## src/rtl/ddr_cmd_pkg.sv

```systemverilog
package ddr_cmd_pkg;
   typedef enum logic [3:0] {
      CMD_NOP   = 4'd0,
      CMD_ACT   = 4'd1,
      CMD_READ  = 4'd2,
      CMD_WRITE = 4'd3,
      CMD_PRE   = 4'd4,
      CMD_REF   = 4'd5,
      CMD_SREF  = 4'd6,
      CMD_LMR   = 4'd7,
      CMD_BST   = 4'd8
   } cmd_e;

   typedef enum logic [1:0] {
      PS_RUN     = 2'd0,
      PS_PD_IDLE = 2'd1,
      PS_PD_OPEN = 2'd2,
      PS_SREF    = 2'd3
   } pstate_e;

   function automatic logic is_rw(cmd_e c);
      return (c == CMD_READ) || (c == CMD_WRITE);
   endfunction
endpackage

```

## src/rtl/ddr_cmd_decode.sv

```systemverilog
module ddr_cmd_decode
   import ddr_cmd_pkg::*;
(
   input  logic cs_n,
   input  logic ras_n,
   input  logic cas_n,
   input  logic we_n,
   output cmd_e cmd_o
);
   always_comb begin
      cmd_o = CMD_NOP;
      if (!cs_n) begin
         unique case ({ras_n, cas_n, we_n})
            3'b011:  cmd_o = CMD_ACT;
            3'b101:  cmd_o = CMD_READ;
            3'b100:  cmd_o = CMD_WRITE;
            3'b010:  cmd_o = CMD_PRE;
            3'b001:  cmd_o = CMD_REF;
            3'b000:  cmd_o = CMD_LMR;
            3'b110:  cmd_o = CMD_BST;
            default: cmd_o = CMD_NOP;
         endcase
      end
   end
endmodule

```

## src/rtl/ddr_bank_tracker.sv

```systemverilog
module ddr_bank_tracker
   import ddr_cmd_pkg::*;
#(
   parameter int NUM_BANKS = 4,
   parameter int BURST_LEN = 4,
   parameter int BA_W      = 2
) (
   input  logic                 clk,
   input  logic                 rst_n,
   input  logic                 step,
   input  cmd_e                 cmd,
   input  logic [BA_W-1:0]      ba,
   input  logic                 a10,
   output logic [NUM_BANKS-1:0] open_o,
   output logic                 all_idle_o,
   output logic                 illegal_o,
   output logic                 busy_o
);
   localparam int TW = $clog2(BURST_LEN + 1);

   logic sel_open;
   logic rw_ok;

   assign sel_open   = open_o[ba];
   assign rw_ok      = is_rw(cmd) && sel_open;
   assign all_idle_o = (open_o == '0);
   assign illegal_o  = step && (((cmd == CMD_ACT) && sel_open) ||
                                (is_rw(cmd) && !sel_open));

   for (genvar g = 0; g < NUM_BANKS; g++) begin : g_bank
      logic          open_q, open_d, hit;
      logic [TW-1:0] tmr_q, tmr_d;

      assign hit = (ba == BA_W'(g));

      always_comb begin
         open_d = open_q;
         tmr_d  = tmr_q;
         if (tmr_q != '0) begin
            tmr_d = tmr_q - 1'b1;
            if (tmr_q == TW'(1)) open_d = 1'b0;
         end
         if ((cmd == CMD_ACT) && hit && !open_q) open_d = 1'b1;
         if (is_rw(cmd) && hit && open_q && a10) begin
            open_d = 1'b1;
            tmr_d  = TW'(BURST_LEN);
         end
         if ((cmd == CMD_PRE) && (a10 || hit)) begin
            open_d = 1'b0;
            tmr_d  = '0;
         end
      end

      always_ff @(posedge clk) begin
         if (!rst_n) begin
            open_q <= 1'b0;
            tmr_q  <= '0;
         end else if (step) begin
            open_q <= open_d;
            tmr_q  <= tmr_d;
         end
      end

      assign open_o[g] = open_q;
   end

   logic [TW-1:0] burst_q;
   always_ff @(posedge clk) begin
      if (!rst_n) begin
         burst_q <= '0;
      end else if (step) begin
         if (rw_ok)                 burst_q <= TW'(BURST_LEN);
         else if (cmd == CMD_BST)   burst_q <= '0;
         else if (burst_q != '0)    burst_q <= burst_q - 1'b1;
      end
   end
   assign busy_o = (burst_q != '0);
endmodule

```

## src/rtl/ddr_mode_regs.sv

```systemverilog
module ddr_mode_regs #(
   parameter int ADDR_W = 14,
   parameter int BA_W   = 2,
   parameter int NUM_MR = 2
) (
   input  logic                          clk,
   input  logic                          rst_n,
   input  logic                          load,
   input  logic [BA_W-1:0]               sel,
   input  logic [ADDR_W-1:0]             opcode,
   output logic [NUM_MR-1:0][ADDR_W-1:0] regs_o
);
   for (genvar m = 0; m < NUM_MR; m++) begin : g_mr
      always_ff @(posedge clk) begin
         if (!rst_n)                          regs_o[m] <= '0;
         else if (load && (sel == BA_W'(m)))  regs_o[m] <= opcode;
      end
   end
endmodule

```

## src/rtl/ddr_power_ctl.sv

```systemverilog
module ddr_power_ctl
   import ddr_cmd_pkg::*;
(
   input  logic    clk,
   input  logic    rst_n,
   input  logic    cke,
   input  logic    ref_code,
   input  logic    all_idle,
   output pstate_e ps_o,
   output logic    sref_enter_o
);
   pstate_e ps_d;

   assign sref_enter_o = (ps_o == PS_RUN) && !cke && ref_code && all_idle;

   always_comb begin
      ps_d = ps_o;
      if (ps_o == PS_RUN) begin
         if (!cke) begin
            if (sref_enter_o)  ps_d = PS_SREF;
            else if (all_idle) ps_d = PS_PD_IDLE;
            else               ps_d = PS_PD_OPEN;
         end
      end else if (cke) begin
         ps_d = PS_RUN;
      end
   end

   always_ff @(posedge clk) begin
      if (!rst_n) ps_o <= PS_RUN;
      else        ps_o <= ps_d;
   end
endmodule

```

## src/rtl/ddr_cmd_tracker.sv

```systemverilog
module ddr_cmd_tracker
   import ddr_cmd_pkg::*;
#(
   parameter int ADDR_W    = 14,
   parameter int NUM_BANKS = 4,
   parameter int BURST_LEN = 4,
   parameter int AP_BIT    = 10,
   parameter int NUM_MR    = 2,
   parameter int BA_W      = $clog2(NUM_BANKS)
) (
   input  logic                 clk,
   input  logic                 rst_n,
   input  logic                 cke,
   input  logic                 cs_n,
   input  logic                 ras_n,
   input  logic                 cas_n,
   input  logic                 we_n,
   input  logic [BA_W-1:0]      ba,
   input  logic [ADDR_W-1:0]    addr,
   output logic [3:0]           cmd_o,
   output logic [BA_W-1:0]      bank_o,
   output logic [ADDR_W-1:0]    row_o,
   output logic [ADDR_W-1:0]    col_o,
   output logic                 ap_o,
   output logic [NUM_BANKS-1:0] bank_open_o,
   output logic [ADDR_W-1:0]    mode_o,
   output logic [ADDR_W-1:0]    ext_mode_o,
   output logic [1:0]           pstate_o,
   output logic                 illegal_o
);
   if (AP_BIT >= ADDR_W) begin : g_bad_ap
      $error("AP_BIT must index an address bit");
   end
   if (BURST_LEN < 1) begin : g_bad_bl
      $error("BURST_LEN must be at least 1");
   end
   if (NUM_MR < 2 || NUM_MR > NUM_BANKS) begin : g_bad_mr
      $error("NUM_MR must be between 2 and NUM_BANKS");
   end
   if (NUM_BANKS != (1 << BA_W)) begin : g_bad_nb
      $error("NUM_BANKS must be a power of two matching BA_W");
   end

   localparam logic [ADDR_W-1:0] COL_MASK = ~(ADDR_W'(1) << AP_BIT);

   cmd_e    raw_cmd, exec_cmd, rep_cmd;
   pstate_e ps;
   logic    run, exec, drop, a10;
   logic    all_idle, bank_bad, busy, sref_enter;
   logic    ill_d;
   logic [NUM_MR-1:0][ADDR_W-1:0] mr;

   ddr_cmd_decode u_dec (
      .cs_n (cs_n), .ras_n(ras_n), .cas_n(cas_n), .we_n(we_n),
      .cmd_o(raw_cmd)
   );

   assign run      = (ps == PS_RUN);
   assign exec     = run && cke;
   assign drop     = run && !cke;
   assign a10      = addr[AP_BIT];
   assign exec_cmd = exec ? raw_cmd : CMD_NOP;

   ddr_bank_tracker #(
      .NUM_BANKS(NUM_BANKS), .BURST_LEN(BURST_LEN), .BA_W(BA_W)
   ) u_banks (
      .clk       (clk),
      .rst_n     (rst_n),
      .step      (exec),
      .cmd       (exec_cmd),
      .ba        (ba),
      .a10       (a10),
      .open_o    (bank_open_o),
      .all_idle_o(all_idle),
      .illegal_o (bank_bad),
      .busy_o    (busy)
   );

   ddr_power_ctl u_pwr (
      .clk         (clk),
      .rst_n       (rst_n),
      .cke         (cke),
      .ref_code    (raw_cmd == CMD_REF),
      .all_idle    (all_idle),
      .ps_o        (ps),
      .sref_enter_o(sref_enter)
   );

   ddr_mode_regs #(
      .ADDR_W(ADDR_W), .BA_W(BA_W), .NUM_MR(NUM_MR)
   ) u_mr (
      .clk   (clk),
      .rst_n (rst_n),
      .load  (exec_cmd == CMD_LMR),
      .sel   (ba),
      .opcode(addr),
      .regs_o(mr)
   );

   assign mode_o     = mr[0];
   assign ext_mode_o = mr[1];
   assign pstate_o   = ps;

   assign rep_cmd = sref_enter ? CMD_SREF : exec_cmd;
   assign ill_d   = bank_bad ||
                    (drop && busy) ||
                    (drop && (raw_cmd == CMD_REF) && !all_idle);

   cmd_e cmd_q;
   always_ff @(posedge clk) begin
      if (!rst_n) begin
         cmd_q     <= CMD_NOP;
         bank_o    <= '0;
         row_o     <= '0;
         col_o     <= '0;
         ap_o      <= 1'b0;
         illegal_o <= 1'b0;
      end else begin
         cmd_q     <= rep_cmd;
         illegal_o <= ill_d;
         ap_o      <= is_rw(exec_cmd) && a10;
         unique case (exec_cmd)
            CMD_ACT: begin
               bank_o <= ba;
               row_o  <= addr;
            end
            CMD_READ, CMD_WRITE: begin
               bank_o <= ba;
               col_o  <= addr & COL_MASK;
            end
            CMD_PRE, CMD_LMR: bank_o <= ba;
            default: ;
         endcase
      end
   end
   assign cmd_o = cmd_q;
endmodule

```

## config.mk

```make
export PLATFORM = sky130hd
export DESIGN_NAME = ddr_cmd_tracker
export DESIGN_NICKNAME = d
export VERILOG_FILES = /design/src/rtl/ddr_cmd_pkg.sv /design/src/rtl/ddr_cmd_decode.sv /design/src/rtl/ddr_bank_tracker.sv /design/src/rtl/ddr_mode_regs.sv /design/src/rtl/ddr_power_ctl.sv /design/src/rtl/ddr_cmd_tracker.sv
export SDC_FILE = /design/constraint.sdc
export NUM_CORES = 1
export LEC_CHECK = 0
export ABC_CLOCK_PERIOD_IN_PS = 2800
export BUFFER_PORTS_ARGS = -buffer_cell sky130_fd_sc_hd__buf_2
export CAP_MARGIN = 20
export CELL_PAD_IN_SITES_DETAIL_PLACEMENT = 1
export CELL_PAD_IN_SITES_GLOBAL_PLACEMENT = 2
export CORE_ASPECT_RATIO = 1.4
export CORE_MARGIN = 8
export CORE_UTILIZATION = 33
export CTS_CLUSTER_DIAMETER = 30
export DETAILED_ROUTE_END_ITERATION = 6
export PLACE_DENSITY = 0.81
export SYNTH_ARGS = -nofsm -noshare
export SYNTH_HDL_FRONTEND = slang
export SYNTH_SLANG_ARGS = --single-unit
```

## constraint.sdc

```tcl
create_clock -name clk -period 2.8 [get_ports clk]
set_input_delay 0.56 -clock clk [delete_from_list [all_inputs] [get_ports clk]]
set_output_delay 0.56 -clock clk [all_outputs]
set_load 0.01 [all_outputs]
```

==> summary by stage, run 1 <==
Die
The die height is 143 um. The I/O pin count is 93. The die width is 107 um.

The floorplan row count is 46. The die covers 15,300 um^2. The core area is 11,300 um^2.

For this configuration, the core starts out at a cell density of 33.7%.

Final layout
The area growth from synthesis to layout is 20.9%. The number of antenna diodes in the final layout is 0. Of the cells placed in the final design, the portion with a size suffix greater than 1 is 25.0%.

In the layout the commonest cells are nand2_1 (134), buf_2 (91), dfxtp_1 (84), a21oi_1 (56), nor2_1 (22). The post-layout net count is 589. The most common cell after layout, fill and taps aside is nand2_1.

At the end of the flow the core is filled with cells to 40.8%.

STA
The sum of negative setup slack is 0 ns. The transition time of the tightest slew-check pin is 0.655 ns. In this run the tightest slew margin relative to its limit is 56.3%. Subtracting the final worst setup slack from the clock period gives 2.22 ns.

The final hold violation count is 0. On the final layout, the worst clock skew is 0.00645 ns. Setup repair after global routing left no endpoint under its margin. The period utilization is 79.1%. Setup violations remaining at the end of the flow were counted as 0.

The number of max-slew violations in the final report is 0. For this run, the top clock speed supported by timing is 0.451 GHz.

GRT
Entering global routing, the biggest net connects 37 pins. The via count of the first global-routing pass came to 3,659. The overall overflow remaining after global route is 0. The first-pass GRT wire length is 18.7 mm. In the global route stage, overall resource usage came out at 15.4%.

The number of antenna violations at the first check in global routing was 0.

Route
Once detail routing completed, the nets flagged for antenna violations numbered 0. After detailed routing, the total wire length is 12.0 mm. The number of DRC violations after detailed-routing iteration 0 is 117. The number of iterations in the first detailed-routing pass is 4. For this run, design rule violations remaining after detail routing come to 0.

The number of vias per cell after detailed routing is 5.05. The total number of vias is 3,529. In the final routed layout, each cell accounts on average for 17.1 um.

Logic synthesis
After Yosys synthesis, XOR and XNOR cells account for 1.83% of the synthesized area. Of the total synthesized cell area, the portion taken by full adders, half adders and majority gates is 5.23%. The per-instance average area after synthesis is 8.09 um^2. Synthesis produced a netlist with a net count of 512. The area share of and/or/nand/nor cells after synthesis is 23.7%. The Yosys step of the flow raised 0 warnings. The post-synthesis mux area share is 1.41%. By area, the combinational part of the netlist is dominated by simple AND/OR/NAND/NOR gates. The number of standard cells after synthesis is 473. The synthesized flop and latch total is 84. The area of the mapped netlist is 3820 um^2. Of the synthesized area, sequential elements account for 44.0%. The number of different library cells in the post-synthesis netlist is 49. Summing the areas of all compound-gate instances in the mapped netlist gives 17.8% of the synthesized area.

CTS
The number of levels the H-tree was split into is 3. Clock-pin slew was measured on the worst setup and hold paths at 0.06 ns. In this run the clock root is driven by a clkbuf_16. Clock tree synthesis inserted a total of 9 buffers. The clock tree from TritonCTS is done. In this run, post-CTS hold repair placed 0 buffers. The total setup buffers inserted after CTS is 0.

The longest clock path from root to sink contains 2 buffers. CTS saw 84 sinks. Post-CTS repair changed the size of 0 cells.

The worst-skew pair later-pin latency is 0.34 ns.

Pwr
The worst supply voltage drop on vdd is 0.255 mV. For this design the static power due to leakage is 1.92 nW. The ratio of total power to cell area is 638 nW/um^2. The overall power consumption is 2.95 mW.

Worst setup path
Walking the worst path, the cells encountered are nor2_1 > ha_1 > nor3b_4 > nor3b_4 > nand2_1 > nand2_1 > a21oi_2. The required time at the worst-slack endpoint is 3.02 ns. The critical-path cell with the highest stage delay is nor3b_4. The delay contributed by the slowest stage of the critical path is 0.38 ns. STA puts the critical path data arrival time at 2.44 ns. The type of element capturing the critical path is a flop. In this run the worst path has a maximum fanout of 14. The sort of element at the start of the critical path is a flop. The class of the most critical setup path is flop to flop.

Placement
The count of buffers added on input and output ports is 91. The congestion estimate from routability-driven global placement came to 0.777. After legalization and detailed placement, the total HPWL measured 9.11 mm.

Hold path
The classification of the worst-slack hold path is flop to flop.

Run
Max-cap violations in this run came to 0.

Status
The flow ran to the end, and the final reports show no timing, DRC or antenna violations.
==> cell families (layout without fill, tap and decap cells) <==
group                    Yosys count  count (layout)
AND/OR/NAND/NOR                  202             202
AO/OA/AOI/OAI                    110             110
flip-flops                        84              84
buffers and inverters             48             130
adder cells (fa/ha/maj)           16              16
XOR/XNOR                           8               8
multiplexers                       4               4
other                              1               1
==> metal layers <==
metal / GRT usage [%] / up-vias / share of wire, %
met5: 0 / - / 0
met4: 4.46 / 0 / 1.2
met3: 3.68 / 11 / 5.0
met2: 28.7 / 76 / 53
met1: 16.8 / 1718 / 41
li1: - / 1724 / -
==> flip-flops by register name (all words and copies together) (netlist names) <==
signal	count
bank_o	2
ap_o	1
u_banks.burst_q	3
row_o	14
u_pwr.ps_o	2
u_banks.g_bank.tmr_q	12
u_banks.g_bank.open_q	4
col_o	13
u_mr.regs_o	28
cmd_o	4
illegal_o	1
==> synth_stat cells (all sizes together) <==
master	n	share of area, %
nor4b	2	0.46
o22ai	1	0.16
inv	18	1.8
ha	16	5.2
or4	1	0.20
nor2	22	2.2
o31ai	2	0.39
a41oi	1	0.23
a221oi	1	0.23
nand2b	6	0.98
a32oi	1	0.23
and3	6	1.1
o211a	2	0.52
a31oi	3	0.49
a311oi	2	0.62
a211o	1	0.23
buf	15	2.7
mux2i	2	0.52
conb	1	0.098
xnor2	6	1.4
o211ai	2	0.39
and2	7	1.3
a211oi	2	0.39
o32ai	1	0.23
o21ai	17	2.2
clkbuf	15	1.5
mux4	1	0.59
dfxtp	84	44
or3	1	0.16
nand3	9	1.2
xor2	2	0.46
and4bb	1	0.33
nor2b	4	0.72
nor3b	2	0.98
mux2	1	0.29
nand4	3	0.49
nand2	134	13
a22oi	1	0.20
a21oi	73	11
nor3	4	0.52
==> power by group <==
part	switching [mW]	internal (mW)	leakage, nW
combinational	0.317	0.206	1.12
sequential	0.0380	1.26	0.679
clock	0.526	0.608	0.122
==> metrics by stage <==
stage / std cells / hold slack (ns) / instance area (um^2) / worst slack (ns)
finish: 699 / 0.455 / 4630 / 0.584
global route: 699 / 0.474 / 4630 / 0.350
CTS: 699 / 0.456 / 4630 / 0.547
detailed placement: 683 / 0.447 / 4350 / 0.410
global placement: 683 / 0.441 / 4350 / 0.502
floorplan: 473 / 0.449 / 3820 / 0.898
==> final cells by class <==
cell class	instances	area, um^2
multi-input combinational	341	1910
clock inverter	6	47.5
clock buffer	10	229
sequential	84	1680
timing repair buffer	96	505
fill	1419	6710
tap	144	180
inverter	18	67.6
==> worst max-delay path: cells and delay by family, from the launching register on <==
kind	cells	cell delay (ns)
fa+ha+maj	1	0.28
compound gates	1	0.07
flops	1	0.34
simple gates	5	1.41
==> worst paths after layout <==
path                               startpoint         endpoint  slack (ns)  cells past startpoint
worst max-delay path            u_pwr.ps_o[0]  u_mr.regs_o[11]        0.58                      7
worst min-delay path                col_o[11]        col_o[11]        0.45                      2
worst max register to register  u_pwr.ps_o[0]  u_mr.regs_o[11]        0.58                      7
worst min register to register      col_o[11]        col_o[11]        0.45                      2
Power figures use the tool's default switching activity.
==> run 2, diff against run 1 <==
- ABC_CLOCK_PERIOD_IN_PS: 2800 -> 1900
- CORE_UTILIZATION: 33 -> 27
- PLACE_DENSITY: 0.81 -> 0.7
- clock period: 2.8 -> 1.9 ns (I/O delays scaled with it)
==> summary by stage, run 2 (synthesis results as in run 1) <==
CTS
The number of buffers added to fix hold violations after cts is 0 (unchanged). The clock tree root buffer cell is clkbuf_16 (unchanged). The number of CTS-inserted buffers came to 9 (unchanged). The number of levels the H-tree was split into is 3 (unchanged).

The maximum root-to-sink buffer count is 2 (unchanged). The clock tree from TritonCTS is done (unchanged). The number of sinks on the clock net is 84 (unchanged). The clock transition at the registers of the reported paths is 0.07 ns (was 0.06 ns). The worst-skew pair later-pin latency is 0.35 ns (was 0.34 ns).

STA
The final hold violation count is 0 (unchanged). RSZ-0062 raised after global routing: yes (was no). The number of setup violations in the final report is 0 (unchanged). The time the worst path needs with I/O delays and setup came to 1.84 ns (was 2.22 ns). The worst-case clock skew was 0.00741 ns (was 0.00645 ns). The number of max-slew violations in the final report is 0 (unchanged). The achievable clock frequency was 0.544 GHz (was 0.451 GHz). The period utilization is 96.8% (was 79.1%).

GRT
The combined global-route utilization of all metal layers was 14.2% (was 15.4%). The overall overflow remaining after global route is 0 (unchanged). The pin count of the biggest net entering global routing is 39 (was 37). The via count of the first global-routing pass came to 3,725 (was 3,659).

The first-pass GRT wire length is 19.7 mm (was 18.7 mm). The number of antenna violations at the first check in global routing is 0 (unchanged).

Final layout
The number of cells in the finished layout apart from fillers is 758 (was 699). Commonest cells after routing, fill and taps aside: nand2_1 (133), buf_2 (91), dfxtp_1 (83), a21oi_1 (56), nor2_1 (21) (was nand2_1 (134), buf_2 (91), dfxtp_1 (84), a21oi_1 (56), nor2_1 (22)). Largest registers ranked by flip-flop count: u_mr.regs_o: 28 flops, row_o: 14 flops, col_o: 13 flops (unchanged). The most common cell after layout, fill and taps aside is nand2_1 (unchanged).

The register with the most flip-flops is u_mr.regs_o (unchanged). The flip-flop count of the largest register after layout is 28 (unchanged). The post-layout net count was 607 (was 589). The fraction of layout cells with a size suffix above 1 is 28.8% (was 25.0%). The count of fill cells added during filler insertion was 1,726 (was 1,419).

The area growth from synthesis to layout was 27.1% (was 20.9%). The final antenna diode count is 0 (unchanged). The utilization after layout is 35.0% (was 40.8%).

Worst setup path
The critical-path cell with the highest stage delay is dfxtp_2 (was nor3b_4). The cell that appears most often on the critical path is nor3b_4. The arrival time at the worst endpoint is 2.11 ns (was 2.44 ns).

The required time at the worst-slack endpoint is 2.17 ns (was 3.02 ns). The worst path buffer plus inverter count was 1 (was 0). The family of cells with the greatest summed delay on the critical path is simple AND/OR/NAND/NOR gates (unchanged). The setup slack on the worst flop-to-flop path is 0.06 ns (was 0.58 ns). The largest fanout on the critical path is 7 (was 14).

Cell chain of the critical path: nor2_2 > ha_2 > nor3b_4 > nor3b_4 > buf_6 > and2_2 > nand2_1 > a21oi_1 (was nor2_1 > ha_1 > nor3b_4 > nor3b_4 > nand2_1 > nand2_1 > a21oi_2). The class of the most critical setup path is flop to flop (unchanged). The sort of element at the start of the critical path is a flop (unchanged). The delay contributed by the slowest stage of the critical path was 0.34 ns (was 0.38 ns). The type of element capturing the critical path is a flop (unchanged).

Pwr
The ratio of total power to cell area came to 919 nW/um^2 (was 638 nW/um^2). The overall power consumption is 4.47 mW (was 2.95 mW). The worst supply voltage drop on vdd is 0.442 mV (was 0.255 mV). The leakage power is 2.04 nW (was 1.92 nW).

Die
The floorplan row count is 51 (was 46). The die height is 157 um (was 143 um). The die area is 18,300 um^2 (was 15,300 um^2). The I/O pin count is 93 (unchanged). The initial core utilization came to 27.5% (was 33.7%). The die width was 117 um (was 107 um). The core area is 13,900 um^2 (was 11,300 um^2).

Placement
The post-placement cell count was 738 (was 683). The number of buffers inserted by port buffering came to 91 (unchanged). The placed wire-length estimate is 9.72 mm (was 9.11 mm). The placer congestion estimate is 0.756 (was 0.777).

Route
The detailed-routed wire length on met3 is 813 um (was 594 um). The number of vias per cell after detailed routing is 4.71 (was 5.05). The total detailed-routing wirelength is 12.9 mm (was 12.0 mm). The final routed wire length divided by cell count is 17.1 um (about the same). The met2 wire length is 6.91 mm (was 6.29 mm). The number of iterations in the first detailed-routing pass is 4 (unchanged). The total number of vias is 3,567 (was 3,529). The number of routed nets with antenna violations came to 0 (unchanged).

The total routed wire length on the met1 layer is 5.02 mm (was 4.92 mm). The highest signal layer in the routed design is met4 (unchanged). The DRC violation count after routing came to 0 (unchanged). The number of DRC violations after detailed-routing iteration 0 is 93 (was 117).

Status
Run status: complete, no violations (unchanged).

Run
The number of maximum-capacitance constraint violations is 0 (unchanged).

Hold path
The classification of the worst-slack hold path is input pin to flop (was flop to flop).
==> run 2: routing by layer <==
layer	up-vias	track usage (%)
met5	-	0
met4	0	5.02
met2	79	26.9
met3	11	3.78
met1	1717	14.4
li1	1760	-
==> run 2: final cells by class <==
class / count / area, um^2 / share of cell area (%)
clock inverter: 6 / 55.1 / 1.13
timing repair buffer: 112 / 637 / 13.1
inverter: 18 / 67.6 / 1.39
clock buffer: 10 / 239 / 4.92
multi-input combinational: 343 / 1950 / 40.1
sequential: 84 / 1680 / 34.6
tap: 185 / 231 / 4.76
==> run 2: final timing paths <==
kind / depth (start not counted) / to / from
setup reg to reg: 8 / u_mr.regs_o[0] / u_pwr.ps_o[1]
setup / recovery: 8 / u_mr.regs_o[0] / u_pwr.ps_o[1]
hold reg to reg: 2 / col_o[13] / col_o[13]
hold / removal: 3 / row_o[12] / addr[12]
==> run 2: repair_timing <==
action | CTS | global route
cloned | 0 | 2
endpoints found under the setup margin | 4 | 65
setup buffers | 0 | 2
pin swaps | 1 | 4
hold endpoints to repair | 0 | 0
gates resized for setup | 2 | 11
==> run 2: worst reg2reg max path, delay by kind of cell (launching register included) <==
| family | cells | cell delay, ns |
|---|---|---|
| and+or+nand+nor | 5 | 0.94 |
| DFF | 1 | 0.34 |
| adders and majority gates | 1 | 0.22 |
| buffers and inverters | 1 | 0.15 |
| AOI/OAI and AO/OA | 1 | 0.12 |
==> run 2: power breakdown <==
| group | switching, mW | internal [mW] | total (mW) |
|---|---|---|---|
| combinational | 0.477 | 0.331 | 0.808 |
| clock | 0.805 | 0.948 | 1.75 |
| sequential | 0.0578 | 1.85 | 1.91 |
==> run 2: metrics by stage <==
stage	TNS (ns)	worst slack, ns	area (um^2)	hold WS (ns)
after global placement	0	0.0435	4510	0.442
after floorplan	0	0.0445	3820	0.449
after CTS	-0.00199	-0.00199	4800	0.320
after detailed placement	0	0.0159	4510	0.443
after global routing	-0.146	-0.0206	4860	0.321
final	0	0.0613	4860	0.327
